**src/rtl/phy_irq_pkg.sv**
```systemverilog
package phy_irq_pkg;
  localparam int EVT_N     = 8;
  localparam int CTRL_BITS = 3;
  localparam int CTRL_OE   = 0;
  localparam int CTRL_GEN  = 1;
  localparam int CTRL_FRC  = 2;
  localparam int MODE_W    = 2;

  typedef enum logic {
    SEL_CTRL = 1'b0,
    SEL_STAT = 1'b1
  } reg_sel_e;
endpackage

```
**src/rtl/phy_irq_slot_map.sv**
```systemverilog
module phy_irq_slot_map
  import phy_irq_pkg::*;
#(
  parameter int N = EVT_N,
  parameter int MW = MODE_W
) (
  input  logic          clk,
  input  logic          rst_n,
  input  logic [MW-1:0] mode,
  input  logic          lq,
  input  logic          ed,
  input  logic          lnk,
  input  logic          spd,
  input  logic          dup,
  input  logic          anc,
  input  logic          fc_half,
  input  logic          rx_half,
  input  logic          cf,
  output logic [N-1:0]  evt
);
  logic alt_mode;
  logic slot_a, slot_b;

  assign alt_mode = |mode;

  always_comb begin
    if (alt_mode) begin
      slot_a = fc_half | rx_half;
      slot_b = cf;
    end else begin
      slot_a = fc_half;
      slot_b = rx_half;
    end
  end

  always_comb begin
    evt      = '0;
    evt[N-1] = lq;
    evt[N-2] = ed;
    evt[N-3] = lnk;
    evt[N-4] = spd;
    evt[N-5] = dup;
    evt[N-6] = anc;
    evt[1]   = slot_a;
    evt[0]   = slot_b;
  end


  norm_cf_ignored_chk: assert property (@(posedge clk) disable iff (!rst_n)
    (!alt_mode && !rx_half) |-> !evt[0]);

  alt_rx_to_a_chk: assert property (@(posedge clk) disable iff (!rst_n)
    (alt_mode && rx_half) |-> evt[1]);
endmodule

```
**src/rtl/phy_irq_flags.sv**
```systemverilog
module phy_irq_flags
  import phy_irq_pkg::*;
#(
  parameter int N = EVT_N
) (
  input  logic         clk,
  input  logic         rst_n,
  input  logic [N-1:0] evt,
  input  logic         clr,
  output logic [N-1:0] flags
);
  for (genvar i = 0; i < N; i++) begin : g_flag
    always_ff @(posedge clk or negedge rst_n) begin
      if (!rst_n) flags[i] <= 1'b0;
      else        flags[i] <= (flags[i] & ~clr) | evt[i];
    end


    set_on_event_chk: assert property (@(posedge clk) disable iff (!rst_n)
      evt[i] |=> flags[i]);

    clear_on_read_chk: assert property (@(posedge clk) disable iff (!rst_n)
      (clr && !evt[i]) |=> !flags[i]);

    hold_chk: assert property (@(posedge clk) disable iff (!rst_n)
      (!clr && flags[i]) |=> flags[i]);
  end
endmodule

```
**src/rtl/phy_irq_regs.sv**
```systemverilog
module phy_irq_regs
  import phy_irq_pkg::*;
#(
  parameter int N  = EVT_N,
  parameter int CB = CTRL_BITS
) (
  input  logic          clk,
  input  logic          rst_n,
  input  logic          wr_ctrl,
  input  logic          wr_stat,
  input  logic [N-1:0]  wdat,
  output logic [CB-1:0] ctrl_q,
  output logic [N-1:0]  en_q
);
  always_ff @(posedge clk or negedge rst_n) begin
    if (!rst_n) begin
      ctrl_q <= '0;
      en_q   <= '0;
    end else begin
      if (wr_ctrl) ctrl_q <= wdat[CB-1:0];
      if (wr_stat) en_q   <= wdat;
    end
  end


  ctrl_write_chk: assert property (@(posedge clk) disable iff (!rst_n)
    wr_ctrl |=> (ctrl_q == $past(wdat[CB-1:0])));

  en_write_chk: assert property (@(posedge clk) disable iff (!rst_n)
    wr_stat |=> (en_q == $past(wdat)));
endmodule

```
**src/rtl/phy_irq_out.sv**
```systemverilog
module phy_irq_out (
  input  logic clk,
  input  logic rst_n,
  input  logic oe,
  input  logic gen,
  input  logic frc,
  input  logic pend,
  output logic irq_n
);
  logic want;
  assign want = oe & (frc | (gen & pend));

  always_ff @(posedge clk or negedge rst_n) begin
    if (!rst_n) irq_n <= 1'b1;
    else        irq_n <= ~want;
  end


  oe_off_chk: assert property (@(posedge clk) disable iff (!rst_n)
    !oe |=> irq_n);

  force_chk: assert property (@(posedge clk) disable iff (!rst_n)
    (oe && frc) |=> !irq_n);

  event_irq_chk: assert property (@(posedge clk) disable iff (!rst_n)
    (oe && gen && pend) |=> !irq_n);

  release_chk: assert property (@(posedge clk) disable iff (!rst_n)
    (!frc && !(gen && pend)) |=> irq_n);
endmodule

```
**src/rtl/phy_irq_ctl.sv**
```systemverilog
module phy_irq_ctl
  import phy_irq_pkg::*;
#(
  parameter int REG_W = 16
) (
  input  logic              clk,
  input  logic              rst_n,
  input  logic              reg_sel,
  input  logic              rd_en,
  input  logic              wr_en,
  input  logic [REG_W-1:0]  wr_data,
  output logic [REG_W-1:0]  rd_data,
  input  logic [MODE_W-1:0] slot_mode,
  input  logic              ev_link_qual,
  input  logic              ev_energy,
  input  logic              ev_link,
  input  logic              ev_speed,
  input  logic              ev_duplex,
  input  logic              ev_an_done,
  input  logic              ev_fcar_half,
  input  logic              ev_rxerr_half,
  input  logic              ev_ctl_frame,
  output logic              irq_n,
  output logic              pin_is_irq
);
  localparam int FLAG_LO = EVT_N;
  localparam int FLAG_HI = 2 * EVT_N - 1;

  logic [EVT_N-1:0]     evt, flags, en_q;
  logic [CTRL_BITS-1:0] ctrl_q;
  logic                 sel_stat, clr, wr_ctrl, wr_stat, pend;
  logic                 unused_wr_hi;

  assign sel_stat     = (reg_sel == SEL_STAT);
  assign clr          = rd_en & sel_stat;
  assign wr_ctrl      = wr_en & ~sel_stat;
  assign wr_stat      = wr_en & sel_stat;
  assign unused_wr_hi = ^wr_data[REG_W-1:EVT_N];

  phy_irq_slot_map #(.N(EVT_N), .MW(MODE_W)) u_map (
    .clk(clk), .rst_n(rst_n), .mode(slot_mode),
    .lq(ev_link_qual), .ed(ev_energy), .lnk(ev_link), .spd(ev_speed),
    .dup(ev_duplex), .anc(ev_an_done), .fc_half(ev_fcar_half),
    .rx_half(ev_rxerr_half), .cf(ev_ctl_frame), .evt(evt)
  );

  phy_irq_flags #(.N(EVT_N)) u_flags (
    .clk(clk), .rst_n(rst_n), .evt(evt), .clr(clr), .flags(flags)
  );

  phy_irq_regs #(.N(EVT_N), .CB(CTRL_BITS)) u_regs (
    .clk(clk), .rst_n(rst_n), .wr_ctrl(wr_ctrl), .wr_stat(wr_stat),
    .wdat(wr_data[EVT_N-1:0]), .ctrl_q(ctrl_q), .en_q(en_q)
  );

  assign pend = |(flags & en_q);

  phy_irq_out u_out (
    .clk(clk), .rst_n(rst_n), .oe(ctrl_q[CTRL_OE]), .gen(ctrl_q[CTRL_GEN]),
    .frc(ctrl_q[CTRL_FRC]), .pend(pend), .irq_n(irq_n)
  );

  assign pin_is_irq = ctrl_q[CTRL_OE];

  always_comb begin
    rd_data = '0;
    if (rd_en) begin
      if (sel_stat) begin
        rd_data[EVT_N-1:0]       = en_q;
        rd_data[FLAG_HI:FLAG_LO] = flags;
      end else begin
        rd_data[CTRL_BITS-1:0] = ctrl_q;
      end
    end
  end


  ctrl_rsvd_zero_chk: assert property (@(posedge clk) disable iff (!rst_n)
    (rd_en && !sel_stat) |-> (rd_data[REG_W-1:CTRL_BITS] == '0));

  pin_dir_chk: assert property (@(posedge clk) disable iff (!rst_n)
    !pin_is_irq |=> irq_n);
endmodule

```
**config.mk**
```make
export PLATFORM = sky130hd
export DESIGN_NAME = phy_irq_ctl
export DESIGN_NICKNAME = d
export VERILOG_FILES = /design/src/rtl/phy_irq_pkg.sv /design/src/rtl/phy_irq_slot_map.sv /design/src/rtl/phy_irq_flags.sv /design/src/rtl/phy_irq_regs.sv /design/src/rtl/phy_irq_out.sv /design/src/rtl/phy_irq_ctl.sv
export SDC_FILE = /design/constraint.sdc
export NUM_CORES = 1
export LEC_CHECK = 0
export BUFFER_PORTS_ARGS = -buffer_cell sky130_fd_sc_hd__buf_2
export CAP_MARGIN = 20
export CORE_MARGIN = 5
export CORE_UTILIZATION = 46
export DETAILED_ROUTE_END_ITERATION = 12
export PLACE_DENSITY = 0.85
export SETUP_SLACK_MARGIN = 0.4
export SLEW_MARGIN = 15
export SYNTH_ARGS = -nofsm -noshare
export SYNTH_HDL_FRONTEND = slang
export SYNTH_SLANG_ARGS = --single-unit
```
**constraint.sdc**
```tcl
create_clock -name clk -period 2.15 [get_ports clk]
set_input_delay 0.43 -clock clk [delete_from_list [all_inputs] [get_ports clk]]
set_output_delay 0.43 -clock clk [all_outputs]
set_load 0.02 [all_outputs]
```
==> impl_metrics.env, run 1 <==
export IMPL_max_slew_margin_pct=71.2
export IMPL_area_growth_pct=26.8
export IMPL_cpPeakStageDelay_ns=0.32
export IMPL_cp_cell_sequence="buf_2, mux2i_1, nor2b_1, buf_2"
export IMPL_grt_use_met2_pct=24.4
export IMPL_yosys_area_top_type="dfrtp_1"
export IMPL_first_global_vias=729
export IMPL_finalCriticalPeriod_ns=1.66
export IMPL_status="complete, no violations"
export IMPL_die_height_microns=55.0
export IMPL_cts_inserted_buffers=3
export IMPL_endpoint_kind="output pin"
export IMPL_use_met1_pct=18.8
export IMPL_drv_slew=0
export IMPL_crit_required_ns=1.72
export IMPL_period_share_pct=77.3
export IMPL_synth_distinct_cells=18
export IMPL_syn_inst=74
export IMPL_critPathLaunchType="primary input"
export IMPL_start_util_pct=47.9
export IMPL_routed_wl_microns=2030
export IMPL_place_area_sq_um=1150
export IMPL_finalSetupViolCount=0
export IMPL_vias_per_cell=5.08
export IMPL_critPathArrivalTime_ns=1.23
export IMPL_cts_tree="built"
export IMPL_leakagePower_nw=0.630
export IMPL_crit_type="in -> out"
export IMPL_grt_setup_unrepaired="no"
export IMPL_yosys_area_top_type_share_pct=51.1
export IMPL_grt_busiest_layer="met2"
export IMPL_final_nets=149
export IMPL_grt_max_degree=21
export IMPL_drv_cap=0
export IMPL_gp_congestion=0.720
export IMPL_finalHoldViolCount=0
export IMPL_avgSynthCellArea_sq_um=12.6
export IMPL_clock_path_buffers=2
export IMPL_power_per_cell_area_nw_per_um2=702
export IMPL_dp_cells=139
export IMPL_use_met3_pct=2.95
export IMPL_postCtsResizedCells=0
export IMPL_p_int_mw=0.587
export IMPL_ys_warn_count=0
export IMPL_drtPass1Iterations=4
export IMPL_seq_area_frac_synth_pct=54.0
export IMPL_seqPwrFrac_pct=55.2
export IMPL_chipWidth_microns=55.0
export IMPL_port_buffers=41
export IMPL_clock_skew_ns=0.00333
export IMPL_dp_final_hpwl_microns=1600
export IMPL_row_count=16
export IMPL_path_delay_family="buffers and inverters"
export IMPL_power_frac_clock_pct=21.5
export IMPL_clkTransAtPathRegs_ns=0.11
export IMPL_grt_pass1_wl_microns=3130
export IMPL_cpMostUsedCell="buf_2"
export IMPL_switching_power_mw=0.240
export IMPL_ys_seq_elements=20
export IMPL_wire_per_inst_microns=14.2
export IMPL_h_tree_depth=1
export IMPL_syn_area_sq_um=930
export IMPL_drive_above_1_share_pct=51.7
export IMPL_antennaDiodeCount=0
export IMPL_fmax_ghz=0.602
export IMPL_core_sq_um=1940
export IMPL_ctsHoldBuffers=0
export IMPL_postRouteAntennaNets=0
export IMPL_final_area_sq_um=1180
export IMPL_final_setup_tns_ns=0
export IMPL_synth_area_leaders="dfrtp_1, mux2_2, and3_1, a21o_1, mux2i_1"
export IMPL_drc=0
export IMPL_critPathMaxFanout=19
export IMPL_drt_first_iter_violations=3
export IMPL_antenna_found_initial=0
export IMPL_insertion_delay_ns=0.29
export IMPL_vdd_ir_drop_worst_uv=464
export IMPL_comb_power_share_pct=23.3
export IMPL_grt_usage_pct=14.4
export IMPL_vias=726
export IMPL_hold_path_class="in -> async"
export IMPL_syn_nets=106
export IMPL_gr_total_overflow=0
export IMPL_clock_sinks=20
export IMPL_worst_slew_pin_transition_ns=0.432
export IMPL_final_cells=143
export IMPL_dieArea_sq_um=3020
export IMPL_critPathBufInv=2
export IMPL_p_sw_share_pct=29.0
export IMPL_slowest_stage="buf_2"
export IMPL_post_cts_buffers=0
export IMPL_cts_root_buf="clkbuf_4"
export IMPL_ios=50
-- synthesized netlist by cell type --
cell / n
nand2_1: 3
nor2b_1: 3
a21oi_1: 1
buf_2: 1
clkbuf_1: 1
a41oi_1: 1
a22oi_1: 4
dfrtp_1: 19
and3_1: 13
or2_2: 1
nor2b_2: 1
nand2_4: 2
a221o_1: 1
dfstp_2: 1
mux2i_1: 4
buf_4: 1
mux2_2: 11
a21o_1: 6
-- sequential cells by signal, indices dropped and copies added, names as in the netlist --
register       flops
u_flags.flags      8
u_regs.en_q        8
u_out.irq_n        1
u_regs.ctrl_q      3
-- stage by stage --
step                      total power, mW  setup WS [ns]  util, %  hold slack [ns]
final                               0.827          0.489     60.7           0.0665
after global routing                0.874          0.436     60.7           0.0957
after CTS                           0.837          0.476     60.7           0.0791
after detailed placement            0.661          0.483     59.3            0.400
after global placement              0.651          0.543     59.3            0.389
after floorplan                     0.581          0.682        -            0.134
-- worst reg2reg max path, cell delays in order, from the launching register on --
cell	delay [ns]
dfrtp_1	0.42
a22oi_1	0.20
a41oi_1	0.14
a21oi_1	0.16
-- kinds of logic (layout without fill, tap and decap cells) --
| logic type | after synthesis | in the layout | share of synthesized area (%) |
|---|---|---|---|
| AO/OA/AOI/OAI | 13 | 13 | 10.6 |
| AND/OR/NAND/NOR | 23 | 23 | 16.0 |
| buffers and inverters | 3 | 45 | 1.75 |
| flip-flops | 20 | 20 | 54.0 |
| multiplexers | 15 | 15 | 17.6 |
-- power groups by stage --
stage | combinational, mW | clock (mW) | sequential [mW]
after global routing | 0.212 | 0.198 | 0.464
after CTS | 0.197 | 0.183 | 0.457
after global placement | 0.190 | 0 | 0.462
final | 0.193 | 0.177 | 0.457
after detailed placement | 0.196 | 0 | 0.465
after floorplan | 0.117 | 0 | 0.464
-- worst paths after layout --
kind,from,to,slack (ns),cells past startpoint
worst max-delay path,reg_sel,rd_data[2],0.49,4
worst min-delay path,rst_n,u_regs.en_q[5]$_DFFE_PN0P_,0.07,1
worst max register to register,u_regs.en_q[0]$_DFFE_PN0P_,u_out.irq_n$_DFF_PN1_,1.15,3
worst min register to register,u_regs.ctrl_q[2]$_DFFE_PN0P_,u_out.irq_n$_DFF_PN1_,0.48,1
max in group asynchronous,rst_n,u_out.irq_n$_DFF_PN1_,1.75,1
min in group clk,ev_duplex,u_flags.flags[3]$_DFF_PN0_,0.31,2
-- layout make-up --
type                    instances  area [sq um]
fillers                       182           763
flip-flops and latches         20           502
multi-input cells              51           412
repair buffers                 41           205
well taps                      27          33.8
clock buffers                   4          26.3
-- placed cells by master, fill, tap and decap left out --
master	Yosys	final
a22oi_1	4	4
or2_2	1	1
nor2b_2	1	1
a21o_1	6	6
clkbuf_4	0	3
nand2_1	3	3
nor2b_1	3	3
buf_2	1	41
a21oi_1	1	1
dfrtp_1	19	19
mux2_2	11	11
dfstp_2	1	1
mux2i_1	4	4
a41oi_1	1	1
nand2_4	2	2
a221o_1	1	1
and3_1	13	13
clkbuf_1	1	1
-- metal layers --
| metal | up-vias | routed length, microns | part of all wire [%] |
|---|---|---|---|
| li1 | 356 | - | - |
| met1 | 341 | 838 | 41 |
| met2 | 27 | 1010 | 50 |
| met3 | 2 | 169 | 8.3 |
| met4 | 0 | 10 | 0.49 |
| met5 | - | 0 | 0 |
(Power assumes the default switching activity.)
==> inputs of run 2 (changes only) <==
Settings changed: CORE_UTILIZATION 46 to 43, PLACE_DENSITY 0.85 to 0.8.
Clock period 2.15 ns to 1.55 ns, I/O delays scaled along.
==> run 2 against run 1 <==
Effect of this change:
- clock skew rose by 0.0052 ns
- cell count rose by 20%
- hold slack improved by 0.11 ns
- wire length rose by 53%
- critical path depth fell by 1
- die area rose by 5.7%
- cell area rose by 36%
==> impl_metrics.env, run 2 (same netlist as run 1, synthesis figures left out) <==
export IMPL_status="complete, no violations"
export IMPL_final_seq_area_sq_um=502
export IMPL_row_count=16
export IMPL_path_delay_family="flip-flops"
export IMPL_hold_path_class="in -> reg"
export IMPL_critPathMaxFanout=2
export IMPL_grt_setup_unrepaired="yes"
export IMPL_critPathBufInv=1
export IMPL_critPathArrivalTime_ns=1.16
export IMPL_dieArea_sq_um=3190
export IMPL_clock_sinks=20
export IMPL_area_growth_pct=72.3
export IMPL_reg_largest_list="u_flags.flags: 8 flops, u_regs.en_q: 8 flops, u_regs.ctrl_q: 3 flops"
export IMPL_chipWidth_microns=56.5
export IMPL_drc=0
export IMPL_endpoint_kind="output pin"
export IMPL_die_height_microns=56.5
export IMPL_multi_input_area_sq_um=495
export IMPL_r2r_start="u_regs.en_q[7]$_DFFE_PN0P_"
export IMPL_leakagePower_nw=0.780
export IMPL_clock_skew_ns=0.00856
export IMPL_final_setup_tns_ns=0
export IMPL_insertion_delay_ns=0.31
export IMPL_antenna_found_initial=0
export IMPL_first_global_vias=910
export IMPL_vdd_ir_drop_worst_uv=656
export IMPL_fmax_ghz=0.682
export IMPL_power_per_cell_area_nw_per_um2=881
export IMPL_vias_per_cell=5.33
export IMPL_antennaDiodeCount=0
export IMPL_reg2regPathDepth=5
export IMPL_drtPass1Iterations=4
export IMPL_cts_inserted_buffers=3
export IMPL_pre_cts_ws_ns=0.133
export IMPL_clkTransAtPathRegs_ns=0.11
export IMPL_start_util_pct=46.4
export IMPL_period_share_pct=94.5
export IMPL_h_tree_depth=1
export IMPL_crit_cells=3
export IMPL_max_slew_margin_pct=70.9
export IMPL_n_fill_cell=100
export IMPL_final_area_sq_um=1600
export IMPL_cts_tree="built"
export IMPL_finalSetupViolCount=0
export IMPL_gr_total_overflow=0
export IMPL_fin_ws_ns=0.0847
export IMPL_cp_cell_sequence="mux2i_1, nor2b_2, buf_6"
export IMPL_drt_first_iter_violations=29
export IMPL_crit_type="reg -> out"
export IMPL_crit_start="u_regs.en_q[0]$_DFFE_PN0P_"
export IMPL_clock_path_buffers=2
export IMPL_finalCriticalPeriod_ns=1.47
export IMPL_min_path_cells=2
export IMPL_slowest_stage="dfrtp_1"
export IMPL_critPathLaunchType="flip-flop"
export IMPL_grt_max_degree=21
export IMPL_cpPeakStageDelay_ns=0.42
export IMPL_ios=50
export IMPL_wire_per_inst_microns=18.1
export IMPL_vias=912
export IMPL_place_area_sq_um=1180
export IMPL_finalPower_mw=1.41
export IMPL_drv_slew=0
export IMPL_worst_slew_pin_transition_ns=0.437
export IMPL_gp_congestion=0.759
export IMPL_final_common_cell="buf_4"
export IMPL_finalHoldViolCount=0
export IMPL_postRouteAntennaNets=0
export IMPL_drv_cap=0
export IMPL_holdCritStartpoint="ev_link_qual"
export IMPL_drive_above_1_share_pct=74.3
export IMPL_core_sq_um=2000
export IMPL_crit_required_ns=1.24
export IMPL_mostFrequentLayoutCells="buf_4, buf_2, buf_6"
export IMPL_grt_pass1_wl_microns=4240
export IMPL_grt_usage_pct=17.5
export IMPL_cts_root_buf="clkbuf_4"
export IMPL_routed_wl_microns=3100
export IMPL_port_buffers=41
export IMPL_dp_final_hpwl_microns=1680
export IMPL_final_nets=177
## run 2: layout make-up
cell class	count	share of cell area [%]
timing repair buffer	69	34.0
clock buffer	4	1.64
tap	27	2.11
multi-input combinational	51	30.9
sequential	20	31.3
## run 2: what timing repair did
item,CTS,global route
endpoints found under the hold margin,19,0
buffers inserted,19,8
hold buffers,1,0
resized for setup,37,16
setup endpoints to repair,18,19
pin swaps,0,2
## run 2: final timing paths
| kind | slack, ns | to |
|---|---|---|
| max | 0.08 | rd_data[0] |
| min in group asynchronous | 0.46 | u_flags.flags[7]$_DFF_PN0_ |
| max reg2reg | 0.31 | u_out.irq_n$_DFF_PN1_ |
| min reg2reg | 0.53 | u_out.irq_n$_DFF_PN1_ |
| max in group asynchronous | 0.74 | u_out.irq_n$_DFF_PN1_ |
| min | 0.17 | u_flags.flags[7]$_DFF_PN0_ |
## run 2: per-layer routing
| metal | track usage, % | vias up | share of wire (%) |
|---|---|---|---|
| met5 | 0 | - | 0 |
| met4 | 11.5 | 0 | 3.7 |
| met3 | 2.75 | 13 | 4.6 |
| met2 | 31.4 | 39 | 55 |
| met1 | 18.7 | 445 | 36 |
| li1 | - | 415 | - |
## run 2: metrics by stage
| stage | instances | utilization (%) | hold slack [ns] |
|---|---|---|---|
| floorplan | 74 | - | 0.0144 |
| global placement | 139 | 58.8 | 0.267 |
| detailed placement | 139 | 58.8 | 0.275 |
| CTS | 163 | 73.4 | 0.163 |
| global route | 171 | 80.0 | 0.171 |
| finish | 171 | 80.0 | 0.172 |
## run 2: worst register-to-register path, delay by kind of cell, from the launching register on
kind                   cells  cell delay [ns]
AO/OA/AOI/OAI              3             0.45
flip-flops                 1             0.42
buffers and inverters      2             0.28
## run 2: power by group
part	total (mW)	leakage [nW]	internal, mW	switching, mW
Combinational	0.524	0.546	0.297	0.227
Clock	0.259	0.0150	0.100	0.159
Sequential	0.628	0.219	0.588	0.0400
Total	1.41	0.780	0.986	0.425
